`config.mk`:
```
export PLATFORM = sky130hd
export DESIGN_NAME = wdog_prefault
export DESIGN_NICKNAME = d
export VERILOG_FILES = /design/src/rtl/wdog_pkg.sv /design/src/rtl/wdog_kick_edge.sv /design/src/rtl/wdog_period_timer.sv /design/src/rtl/wdog_alarm_seq.sv /design/src/rtl/wdog_fault_latch.sv /design/src/rtl/wdog_prefault.sv
export SDC_FILE = /design/constraint.sdc
export NUM_CORES = 1
export LEC_CHECK = 0
export BUFFER_PORTS_ARGS = -buffer_cell sky130_fd_sc_hd__clkbuf_2
export CAP_MARGIN = 15
export CORE_ASPECT_RATIO = 0.7
export CORE_MARGIN = 2
export CORE_UTILIZATION = 39
export CTS_CLUSTER_DIAMETER = 50
export CTS_CLUSTER_SIZE = 28
export DETAILED_ROUTE_END_ITERATION = 6
export GPL_ROUTABILITY_DRIVEN = 0
export PLACE_DENSITY = 0.55
export SLEW_MARGIN = 0
export SYNTH_ARGS = -nofsm -noshare
export SYNTH_HDL_FRONTEND = slang
export SYNTH_SLANG_ARGS = --single-unit
```
`constraint.sdc`:
```
create_clock -name clk -period 4 [get_ports clk]
set_input_delay 0.6 -clock clk [delete_from_list [all_inputs] [get_ports clk]]
set_output_delay 0.6 -clock clk [all_outputs]
set_load 0.01 [all_outputs]
```
`src/rtl/wdog_pkg.sv`:
```
package wdog_pkg;

    typedef enum logic {
        PER_DEFAULT   = 1'b0,
        PER_ALTERNATE = 1'b1
    } per_sel_e;

    function automatic int unsigned umax(input int unsigned a, input int unsigned b);
        return (a > b) ? a : b;
    endfunction

endpackage

```
`src/rtl/wdog_kick_edge.sv`:
```
module wdog_kick_edge (
    input  logic clk,
    input  logic rst_n,
    input  logic kick_i,
    output logic edge_o
);

    typedef struct packed {
        logic kick;
    } edge_state_t;

    edge_state_t st_d, st_q;

    always_comb begin
        st_d      = st_q;
        st_d.kick = kick_i;
    end

    always_ff @(posedge clk or negedge rst_n) begin
        if (!rst_n) st_q <= '0;
        else        st_q <= st_d;
    end

    // a level change in either direction is activity
    assign edge_o = kick_i ^ st_q.kick;

endmodule

```
`src/rtl/wdog_period_timer.sv`:
```
module wdog_period_timer
    import wdog_pkg::*;
#(
    parameter int unsigned PERIOD_DEF = 16000,
    parameter int unsigned PERIOD_ALT = 4000
) (
    input  logic clk,
    input  logic rst_n,
    input  logic hold_i,
    input  logic restart_i,
    input  logic sel_i,
    output logic expire_o
);

    localparam int unsigned LIM_MAX = umax(PERIOD_DEF, PERIOD_ALT);
    localparam int unsigned CNT_W   = $clog2(LIM_MAX + 1);

    typedef struct packed {
        logic [CNT_W-1:0] cnt;
    } tmr_state_t;

    tmr_state_t       st_d, st_q;
    per_sel_e         sel;
    logic [CNT_W-1:0] last;

    assign sel = per_sel_e'(sel_i);

    always_comb begin
        case (sel)
            PER_ALTERNATE: last = CNT_W'(PERIOD_ALT - 1);
            default:       last = CNT_W'(PERIOD_DEF - 1);
        endcase
    end

    always_comb begin
        st_d     = st_q;
        expire_o = 1'b0;
        if (hold_i || restart_i) begin
            st_d.cnt = '0;
        end else if (st_q.cnt >= last) begin
            // a switch to the shorter window expires at once
            expire_o = 1'b1;
            st_d.cnt = '0;
        end else begin
            st_d.cnt = st_q.cnt + CNT_W'(1);
        end
    end

    always_ff @(posedge clk or negedge rst_n) begin
        if (!rst_n) st_q <= '0;
        else        st_q <= st_d;
    end

    AST_CNT_BOUND: assert property (@(posedge clk) disable iff (!rst_n)
        st_q.cnt < CNT_W'(LIM_MAX));

    AST_HOLD_ZEROES: assert property (@(posedge clk) disable iff (!rst_n)
        hold_i |=> (st_q.cnt == '0) && !expire_o);

endmodule

```
`src/rtl/wdog_alarm_seq.sv`:
```
module wdog_alarm_seq #(
    parameter int unsigned PULSE_W   = 170,
    parameter int unsigned FAULT_DLY = 1
) (
    input  logic clk,
    input  logic rst_n,
    input  logic hold_i,
    input  logic clear_i,
    input  logic expire_i,
    output logic warn_n_o,
    output logic fault_n_o
);

    localparam int unsigned W_W = $clog2(PULSE_W + 1);
    localparam int unsigned D_W = $clog2(FAULT_DLY + 1);

    typedef struct packed {
        logic [W_W-1:0] warn_cnt;
        logic [D_W-1:0] dly_cnt;
        logic           fault;
    } alarm_state_t;

    alarm_state_t st_d, st_q;

    always_comb begin
        st_d = st_q;
        if (hold_i) begin
            st_d = '0;
        end else begin
            // warning width runs to completion once started
            if (expire_i)
                st_d.warn_cnt = W_W'(PULSE_W);
            else if (st_q.warn_cnt != '0)
                st_d.warn_cnt = st_q.warn_cnt - W_W'(1);

            if (clear_i)
                st_d.dly_cnt = '0;
            else if (expire_i)
                st_d.dly_cnt = D_W'(FAULT_DLY);
            else if (st_q.dly_cnt != '0)
                st_d.dly_cnt = st_q.dly_cnt - D_W'(1);

            if (clear_i)
                st_d.fault = 1'b0;
            else if (st_q.dly_cnt == D_W'(1))
                st_d.fault = 1'b1;
        end
    end

    always_ff @(posedge clk or negedge rst_n) begin
        if (!rst_n) st_q <= '0;
        else        st_q <= st_d;
    end

    assign warn_n_o  = (st_q.warn_cnt == '0);
    assign fault_n_o = !st_q.fault;

    AST_WARN_FROM_EXPIRY: assert property (@(posedge clk) disable iff (!rst_n)
        $fell(warn_n_o) |-> $past(expire_i));

    AST_FAULT_NEEDS_PRIOR: assert property (@(posedge clk) disable iff (!rst_n)
        $fell(fault_n_o) |-> !$past(clear_i) && !$past(hold_i));

endmodule

```
`src/rtl/wdog_fault_latch.sv`:
```
module wdog_fault_latch (
    input  logic clk,
    input  logic rst_n,
    input  logic enable_i,
    input  logic clear_i,
    input  logic strike_i,
    input  logic fault_n_i,
    output logic shutdown_n_o
);

    typedef struct packed {
        logic trip;
    } latch_state_t;

    latch_state_t st_d, st_q;

    always_comb begin
        st_d = st_q;
        if (clear_i)
            st_d.trip = 1'b0;
        else if (enable_i && strike_i && !fault_n_i)
            st_d.trip = 1'b1;
    end

    always_ff @(posedge clk or negedge rst_n) begin
        if (!rst_n) st_q <= '0;
        else        st_q <= st_d;
    end

    assign shutdown_n_o = !st_q.trip;

    AST_LATCH_NEEDS_STRIKE: assert property (@(posedge clk) disable iff (!rst_n)
        $fell(shutdown_n_o) |-> $past(strike_i));

endmodule

```
`src/rtl/wdog_prefault.sv`:
```
module wdog_prefault #(
    parameter int unsigned PERIOD_DEF = 16000,
    parameter int unsigned PERIOD_ALT = 4000,
    parameter int unsigned PULSE_W    = 170,
    parameter int unsigned FAULT_DLY  = 1
) (
    input  logic clk,
    input  logic rst_n,
    input  logic sys_reset_i,
    input  logic kick_i,
    input  logic period_sel_i,
    input  logic twofault_en_i,
    input  logic shutdown_clr_i,
    output logic warn_n_o,
    output logic fault_n_o,
    output logic shutdown_n_o
);

    logic kick_edge;
    logic expire;

    wdog_kick_edge u_edge (
        .clk    (clk),
        .rst_n  (rst_n),
        .kick_i (kick_i),
        .edge_o (kick_edge)
    );

    wdog_period_timer #(
        .PERIOD_DEF (PERIOD_DEF),
        .PERIOD_ALT (PERIOD_ALT)
    ) u_timer (
        .clk       (clk),
        .rst_n     (rst_n),
        .hold_i    (sys_reset_i),
        .restart_i (kick_edge),
        .sel_i     (period_sel_i),
        .expire_o  (expire)
    );

    wdog_alarm_seq #(
        .PULSE_W   (PULSE_W),
        .FAULT_DLY (FAULT_DLY)
    ) u_alarm (
        .clk       (clk),
        .rst_n     (rst_n),
        .hold_i    (sys_reset_i),
        .clear_i   (kick_edge),
        .expire_i  (expire),
        .warn_n_o  (warn_n_o),
        .fault_n_o (fault_n_o)
    );

    wdog_fault_latch u_latch (
        .clk          (clk),
        .rst_n        (rst_n),
        .enable_i     (twofault_en_i),
        .clear_i      (shutdown_clr_i),
        .strike_i     (expire),
        .fault_n_i    (fault_n_o),
        .shutdown_n_o (shutdown_n_o)
    );

    AST_EDGE_CLEARS_FAULT: assert property (@(posedge clk) disable iff (!rst_n)
        kick_edge |=> fault_n_o);

    AST_RESET_HOLDS_HIGH: assert property (@(posedge clk) disable iff (!rst_n)
        sys_reset_i |=> warn_n_o && fault_n_o);

    AST_FAULT_INSIDE_WARN: assert property (@(posedge clk) disable iff (!rst_n)
        $fell(fault_n_o) |-> !warn_n_o);

    AST_SHUTDOWN_CAUSE: assert property (@(posedge clk) disable iff (!rst_n)
        $fell(shutdown_n_o) |-> $past(!fault_n_o && twofault_en_i));

    AST_CLEAR_RELEASES: assert property (@(posedge clk) disable iff (!rst_n)
        shutdown_clr_i |=> shutdown_n_o);

    AST_NO_WARN_ON_EDGE: assert property (@(posedge clk) disable iff (!rst_n)
        kick_edge |=> !$fell(warn_n_o));

endmodule

```
==> results.yml, run 1 <==
power:
  p_per_area_nw_per_um2: 482
  p_leak_uw: 0.000696
  vdd.ir_drop.worst_v: 0.000239
yosys:
  synth_seq_cells: 26
  syn_area_um2: 1410
  synth_top_area_cell: "dfrtp_1"
  avgSynthCellArea_um2: 10.0
  ys_warn_count: 0
  synth_most_common_cell: "dfrtp_1"
  yosysSeqAreaShare: 0.460
  async_flop_share: 1.00
  synth.area.top_cells: "dfrtp_1 46%, xnor2_1 8.1%, ha_1 8.0%"
  synth_top_area_frac: 0.460
  synth-edff-count: 0
  yosysUniqueCellTypes: 30
  synthTopCellsByCount: "26 x dfrtp_1, 22 x nor3_1, 13 x xnor2_1"
  syn_inst: 141
  syn-num-nets: 157
  ys.flop_type: "dfrtp_1"
clock_network:
  clkSlewWorstSetupHoldPaths_ns: 0.09
  cts_root_buf: "clkbuf_8"
  clkSinkCount: 26
  post-cts-setup-buffers: 0
  clk_latency_ns: 0.27
  cts_made_buffers: 3
  ctsResizeCount: 0
  h-tree-depth: 1
  cts_tree: "yes"
  clk_path_buf_depth: 2
  hold_buffers: 0
route:
  finalWirelength_um: 2800
  firstDrtPassIters: 4
  num_vias: 1045
  drt_iter0_drc: 55
  routed_via_density: 5.17
  drc_errors: 0
  wire_per_inst_um: 13.8
  ant_nets: 0
worst_setup_path:
  cp_top_family: "simple AND/OR/NAND/NOR gates"
  cp_slowest_cell: "dfrtp_1"
  startpoint: "u_alarm.st_q[2]"
  rr_startpoint: "u_timer.st_q[0]"
  crit_path_end_kind: "output pin"
  crit_type: "flop to output pin"
  cp.required_ns: 3.40
  cp_cell_sequence: "inv_1 > ha_1 > nor3b_1 > nand2_1 > inv_1 > clkbuf_2"
  crit_arrival_ns: 1.93
  cp_max_fo: 4
  cp-start-kind: "flop"
  cpMostUsedCell: "inv_1"
  worst-path-buf-inv: 3
  path_depth: 6
  rr_worst_depth: 5
  critPathMaxStageDelay_ns: 0.42
floorplanning:
  io_pins: 10
  die_h_um: 54.4
  die_x_um: 76.0
  rows: 18
  core-area_um2: 3490
  start_util: 0.405
  die_area_um2: 4130
placed_design:
  post-dp-hpwl_um: 2050
  io_buffer_count: 9
sta:
  rsz0062_at_grt: "no"
  relSlewSlack: 0.559
  fin_skew_ns: 0.00222
  final.setup.tns_ns: 0
  hold_viol: 0
  period_share: 0.633
  period_minus_slack_ns: 2.53
  worstMarginPinSlew_ns: 0.661
  setup_viol: 0
  max_freq_mhz: 395
  final_max_slew_viol_count: 0
flow_run:
  maxCapViolCount: 0
cells_and_area:
  fin_nets: 169
  post-route-util: 0.449
  layout-drive-gt1-share: 0.118
  diodes: 0
  area_delta_synth_final_pct: 10.9
hold_path:
  hp-class: "primary input to async pin"
global_routing:
  track_usage: 0.158
  overflow: 0
  grt_pass1_wl_um: 5070
  antenna_found_initial: 0
  grt_max_degree: 27
  grt_pass1_vias: 1068
run_status:
  status: "finished, final reports clean"
## cell type report
type | instances | area, um^2
fill | 348 | 1920
multi-input combinational | 103 | 717
sequential | 26 | 651
clock buffer | 4 | 55.1
tap | 50 | 62.6
timing repair buffer | 9 | 45.0
inverter | 10 | 37.5
## sequential cells by signal (all words and copies together) (netlist names)
signal,cells
u_timer.st_q,14
u_edge.st_q,1
u_latch.st_q,1
u_alarm.st_q,10
## worst register-to-register path: stages (launching register included)
cell     delay (ns)
dfrtp_1        0.40
ha_1           0.24
nand4_2        0.21
o21a_1         0.28
a21oi_2        0.56
nor3b_1        0.12
## metrics by stage
step / hold WS, ns / cell area (um^2) / power, uW / cells / worst slack (ns)
5_1_grt: 0.379 / 1570 / 819 / 202 / 1.29
3_5_place_dp: 0.472 / 1510 / 590 / 198 / 1.67
6_report: 0.341 / 1570 / 755 / 202 / 1.47
2_1_floorplan: 0.304 / 1410 / 529 / 141 / 2.05
3_3_place_gp: 0.447 / 1510 / 583 / 198 / 1.77
4_1_cts: 0.364 / 1570 / 764 / 202 / 1.48
## per-layer routing
metal  track usage  vias up  share of wire
li1              -      526              -
met1         0.205      505           0.52
met2         0.274       12           0.45
met3        0.0413        2          0.026
met4        0.0364        0         0.0036
met5             0        -              0
## final timing paths
| kind | slack [ns] | end |
|---|---|---|
| setup reg to reg | 2.05 | u_timer.st_q[1] |
| setup / recovery | 1.47 | warn_n_o |
| min in group clk | 0.46 | u_edge.st_q |
| max in group asynchronous | 3.24 | u_timer.st_q[13] |
| hold / removal | 0.34 | u_alarm.st_q[2] |
| hold reg to reg | 0.49 | u_alarm.st_q[0] |
## cell families after synthesis
kind of cell    after synthesis  share of synthesized area
flops                        26                      0.460
buf+inv                      12                     0.0327
simple gates                 58                      0.208
xor+xnor                     16                     0.0991
compound gates               16                     0.0920
fa+ha+maj                     9                     0.0796
mux                           4                     0.0283
## layout by cell type, fill, tap and decap left out
cell and count:
dfrtp_1 26, nor3_1 22, xnor2_1 13, nor2_1 11, inv_1 10, ha_1 9
clkbuf_2 9, nand2_1 7, nand3_1 5, nand4_1 4, a21oi_1 4, nor4_1 4
mux2i_1 4, clkbuf_8 4, xor2_1 3, nor3b_1 2, o21bai_1 2, nand4_2 1
o21a_1 1, a21o_1 1, a211o_1 1, nand2_2 1, a41o_1 1, a211oi_4 1
a21oi_2 1, a31oi_1 1, a31o_1 1, a21o_2 1, nand3b_1 1, o2bb2ai_1 1
## power breakdown
part | leakage [uW] | switching [uW] | internal, uW
registers | 0.000354 | 32.4 | 297
clock network | 0.0000288 | 80.4 | 87.9
logic | 0.000314 | 142 | 116
No activity file was read; power rests on OpenSTA's default activity.
==> inputs of run 2 (changes only) <==
- PLACE_DENSITY: 0.55 -> 0.57
- clock period: 4 -> 2.29 ns (I/O delays scaled with it)
==> run 2 against run 1 <==
  * Final cell count up 0.50%
  * Non-clock buffer count up 2
  * Worst setup slack worse by 1.3 ns
  * Sequential share of layout area about the same
  * Critical path type unchanged
  * Largest cell class unchanged
  * Largest power group unchanged
==> results.yml, run 2 (same netlist as run 1, synthesis figures left out) <==
run_status:
  status: "finished, final reports clean"
power:
  p_leak_uw: 0.000700
  vdd.ir_drop.worst_v: 0.000298
  p_per_area_nw_per_um2: 830
clock_network:
  clkSinkCount: 26
  clkSlewWorstSetupHoldPaths_ns: 0.09
  cts_tree: "yes"
  clk_latency_ns: 0.26
  h-tree-depth: 1
  ctsResizeCount: 0
  hold_buffers: 0
  cts_made_buffers: 3
  clk_path_buf_depth: 2
  cts_root_buf: "clkbuf_8"
  post-cts-setup-buffers: 0
worst_setup_path:
  crit_type: "flop to output pin"
  worst-path-buf-inv: 3
  rr_startpoint: "u_timer.st_q[7]"
  cpMostUsedCell: "inv_1"
  rr_worst_depth: 6
  cp_max_fo: 3
  cp-start-kind: "flop"
  critPathMaxStageDelay_ns: 0.40
  cp.required_ns: 1.95
  cp_slowest_cell: "dfrtp_1"
  cp_top_family: "buffers and inverters"
  crit_arrival_ns: 1.73
  startpoint: "u_alarm.st_q[2]"
  r2r_slack_ns: 0.42
  crit_path_end_kind: "output pin"
  r2r_end: "u_timer.st_q[7]"
  cp_cell_sequence: "inv_1 > ha_1 > nor3b_1 > nand2_1 > inv_1 > clkbuf_2"
cells_and_area:
  final_cell_area_um2: 1570
  mostFrequentLayoutCells: "26 x dfrtp_1, 22 x nor3_1, 13 x xnor2_1"
  largest_register_ff_count: 14
  regMostFlops: "u_timer.st_q"
  multi_input_area_um2: 717
  diodes: 0
  final_common_cell: "dfrtp_1"
  regArea_um2: 651
  layout-drive-gt1-share: 0.124
  num-fill-cells: 328
  reg_top3: "u_timer.st_q x14, u_alarm.st_q x10"
  fin_nets: 171
  area_delta_synth_final_pct: 11.0
floorplanning:
  core-area_um2: 3490
  io_pins: 10
  rows: 18
  die_x_um: 76.0
  start_util: 0.405
  die_area_um2: 4130
  die_h_um: 54.4
route:
  drc_errors: 0
  dr_wl_met3_um: 120
  routed_via_density: 5.12
  top_layer: "met4"
  drt_iter0_drc: 53
  num_vias: 1040
  firstDrtPassIters: 4
  met1_length_um: 1410
  finalWirelength_um: 2730
  wire_per_inst_um: 13.4
  met2_length_um: 1170
  ant_nets: 0
sta:
  final.setup.tns_ns: 0
  rsz0062_at_grt: "no"
  relSlewSlack: 0.569
  setup_ws_ns: 0.213
  period_minus_slack_ns: 2.08
  max_freq_mhz: 481
  hold_viol: 0
  period_share: 0.907
  final_max_slew_viol_count: 0
  worstMarginPinSlew_ns: 0.647
  fin_skew_ns: 0.00653
  setup_viol: 0
global_routing:
  grt_pass1_wl_um: 4660
  antenna_found_initial: 0
  grt_max_degree: 27
  grt_pass1_vias: 998
  overflow: 0
  track_usage: 0.147
placed_design:
  io_buffer_count: 9
  dpl_worst_slack_ns: 0.286
  post-dp-hpwl_um: 1970
  placed_area_um2: 1530
hold_path:
  hp-class: "primary input to async pin"
flow_run:
  maxCapViolCount: 0
[run 2: worst max-delay path by stage]
stage | endpoint | cells after the start
detailed placement | u_timer.st_q[1] | 8
global placement | u_timer.st_q[1] | 8
global route | warn_n_o | 6
floorplan | u_timer.st_q[10] | 6
CTS | warn_n_o | 6
finish | warn_n_o | 6
[run 2: routing by layer]
metal,vias to the layer above,GRT usage
met5,-,0
met1,491,0.201
met3,4,0.0413
li1,523,-
met4,0,0.0394
met2,22,0.235
[run 2: area by class of cell]
type / instances / share of cell area
flip-flops and latches: 26 / 0.415
inverters: 10 / 0.0239
multi-input cells: 103 / 0.457
clock buffers: 3 / 0.0263
well taps: 50 / 0.0399
repair buffers: 11 / 0.0383
[run 2: where the power goes]
part | total, uW | switching (uW) | internal, uW
registers | 576 | 58.0 | 518
clock network | 251 | 133 | 118
logic | 475 | 253 | 222
[run 2: per-stage QoR]
| step | std cells | hold slack (ns) | util | power [uW] |
|---|---|---|---|---|
| 2_1_floorplan | 141 | 0.0479 | - | 924 |
| 3_3_place_gp | 200 | 0.401 | 0.438 | 1030 |
| 3_5_place_dp | 200 | 0.405 | 0.438 | 1060 |
| 4_1_cts | 203 | 0.112 | 0.449 | 1310 |
| 5_1_grt | 203 | 0.142 | 0.449 | 1420 |
| 6_report | 203 | 0.0840 | 0.449 | 1300 |
==> inputs of run 3 (changes only) <==
- PLACE_DENSITY: 0.57 -> 0.55
- clock period: 2.29 -> 2.1 ns (I/O delays scaled with it)
==> run 3 against run 2 <==
  * Largest cell class unchanged
  * Worst setup slack worse by 0.067 ns
  * Die area is the same
  * Worst hold slack lost 0.031 ns
  * Clock skew is 0.00082 ns lower
  * Clock power up 28%
  * Via count shrank 0.29%
  * Register-to-register slack got worse by 0.16 ns
  * Critical path depth shrank 2
  * Critical endpoint unchanged
  * Utilization is 1.8 points higher
  * Clock-buffer cell count increased by 1
  * Power rose by 14%
  * First-iteration DRC count fell by 17%
==> results.yml, run 3 (same netlist as run 1, synthesis figures left out) <==
global_routing:
  grt_max_degree: 27
  antenna_found_initial: 0
  overflow: 0
  grt_pass1_vias: 971
  track_usage: 0.152
  grt_pass1_wl_um: 4730
placed_design:
  dpl_worst_slack_ns: 0.142
  post-dp-hpwl_um: 2100
  io_buffer_count: 9
  placed_area_um2: 1570
route:
  drt_iter0_drc: 44
  wire_per_inst_um: 13.6
  finalWirelength_um: 2830
  firstDrtPassIters: 4
  ant_nets: 0
  drc_errors: 0
  num_vias: 1037
  routed_via_density: 4.99
cells_and_area:
  final_common_cell: "dfrtp_1"
  final_cell_area_um2: 1630
  regMostFlops: "u_timer.st_q"
  fin_nets: 175
  layout-drive-gt1-share: 0.165
  post-route-util: 0.467
  num-fill-cells: 348
  multi_input_area_um2: 722
  diodes: 0
  mostFrequentLayoutCells: "26 x dfrtp_1, 22 x nor3_1, 13 x xnor2_1"
  regArea_um2: 651
  largest_register_ff_count: 14
  reg_top3: "u_timer.st_q x14, u_alarm.st_q x10"
  area_delta_synth_final_pct: 15.3
worst_setup_path:
  critPathMaxStageDelay_ns: 0.45
  cp-start-kind: "flop"
  cp.required_ns: 1.78
  crit_arrival_ns: 1.64
  crit_path_end_kind: "output pin"
  cp_cell_sequence: "nor4_1 > nand2_1 > inv_2 > clkbuf_2"
  cp_slowest_cell: "nor4_1"
  startpoint: "u_alarm.st_q[5]"
  crit_type: "flop to output pin"
  rr_startpoint: "u_timer.st_q[7]"
  cp_max_fo: 4
clock_network:
  cts_root_buf: "clkbuf_8"
  clkSlewWorstSetupHoldPaths_ns: 0.09
  cts_made_buffers: 3
  cts_tree: "yes"
  clkSinkCount: 26
  post-cts-setup-buffers: 0
  h-tree-depth: 1
  ctsResizeCount: 0
  clk_path_buf_depth: 2
  clk_latency_ns: 0.27
  hold_buffers: 0
sta:
  fin_skew_ns: 0.00571
  final.setup.tns_ns: 0
  hold_viol: 0
  period_share: 0.931
  setup_viol: 0
  rsz0062_at_grt: "no"
  worstMarginPinSlew_ns: 0.642
  relSlewSlack: 0.572
  max_freq_mhz: 512
  setup_ws_ns: 0.145
  final_max_slew_viol_count: 0
  period_minus_slack_ns: 1.95
run_status:
  status: "finished, final reports clean"
power:
  vdd.ir_drop.worst_v: 0.000450
  finalPower_uw: 1490
  pwr-share-clk: 0.216
  p_leak_uw: 0.000728
  switching_share: 0.339
  p_per_area_nw_per_um2: 911
  power.switching_uw: 504
  internal-power_uw: 982
  comb_power_share: 0.360
  power_frac_seq: 0.424
floorplanning:
  die_h_um: 54.4
  core-area_um2: 3490
  rows: 18
  io_pins: 10
  start_util: 0.405
  die_x_um: 76.0
  die_area_um2: 4130
hold_path:
  hp-class: "primary input to async pin"
flow_run:
  maxCapViolCount: 0
## run 3: cell count changes in the layout (fill, tap and decap cells not counted), sizes merged
cell    before  now
clkbuf      12   13
buf          2    6
## run 3: per-layer routing
layer,GRT usage,vias to the layer above,share of wire
li1,-,529,-
met1,0.211,486,0.53
met2,0.241,20,0.41
met3,0.0363,2,0.046
met4,0.0455,0,0.0050
met5,0,-,0
## run 3: power groups by stage
stage | clock (uW) | sequential [uW] | combinational (uW)
after floorplan | 0 | 619 | 389
after global placement | 0 | 633 | 505
after detailed placement | 0 | 635 | 525
after CTS | 336 | 627 | 526
after global routing | 355 | 641 | 604
final | 321 | 630 | 535
## run 3: layout make-up
| class | instances | area share |
|---|---|---|
| multi-input cells | 103 | 0.443 |
| inverters | 10 | 0.0230 |
| well taps | 50 | 0.0384 |
| clock buffers | 4 | 0.0338 |
| flip-flops and latches | 26 | 0.399 |
| repair buffers | 15 | 0.0629 |
## run 3: path summary, 6_finish.rpt
path	slack [ns]	to	depth (start not counted)
setup / recovery	0.15	warn_n_o	4
hold / removal	0.05	u_timer.st_q[6]	1
setup reg to reg	0.26	u_alarm.st_q[7]	6
hold reg to reg	0.47	u_alarm.st_q[0]	2
max in group asynchronous	1.63	u_timer.st_q[5]	1
min in group clk	0.18	u_edge.st_q	1
## run 3: worst max-delay path, delay by kind of cell, from the launching register on
kind	cells	cell delay, ns
buffers and inverters	2	0.26
flip-flops	1	0.44
AND/OR/NAND/NOR	2	0.68
## run 3: through the flow
step / hold slack (ns) / instances
2_1_floorplan: 0.0194 / 141
3_3_place_gp: 0.371 / 204
3_5_place_dp: 0.384 / 204
4_1_cts: 0.0804 / 208
5_1_grt: 0.104 / 208
6_report: 0.0532 / 208
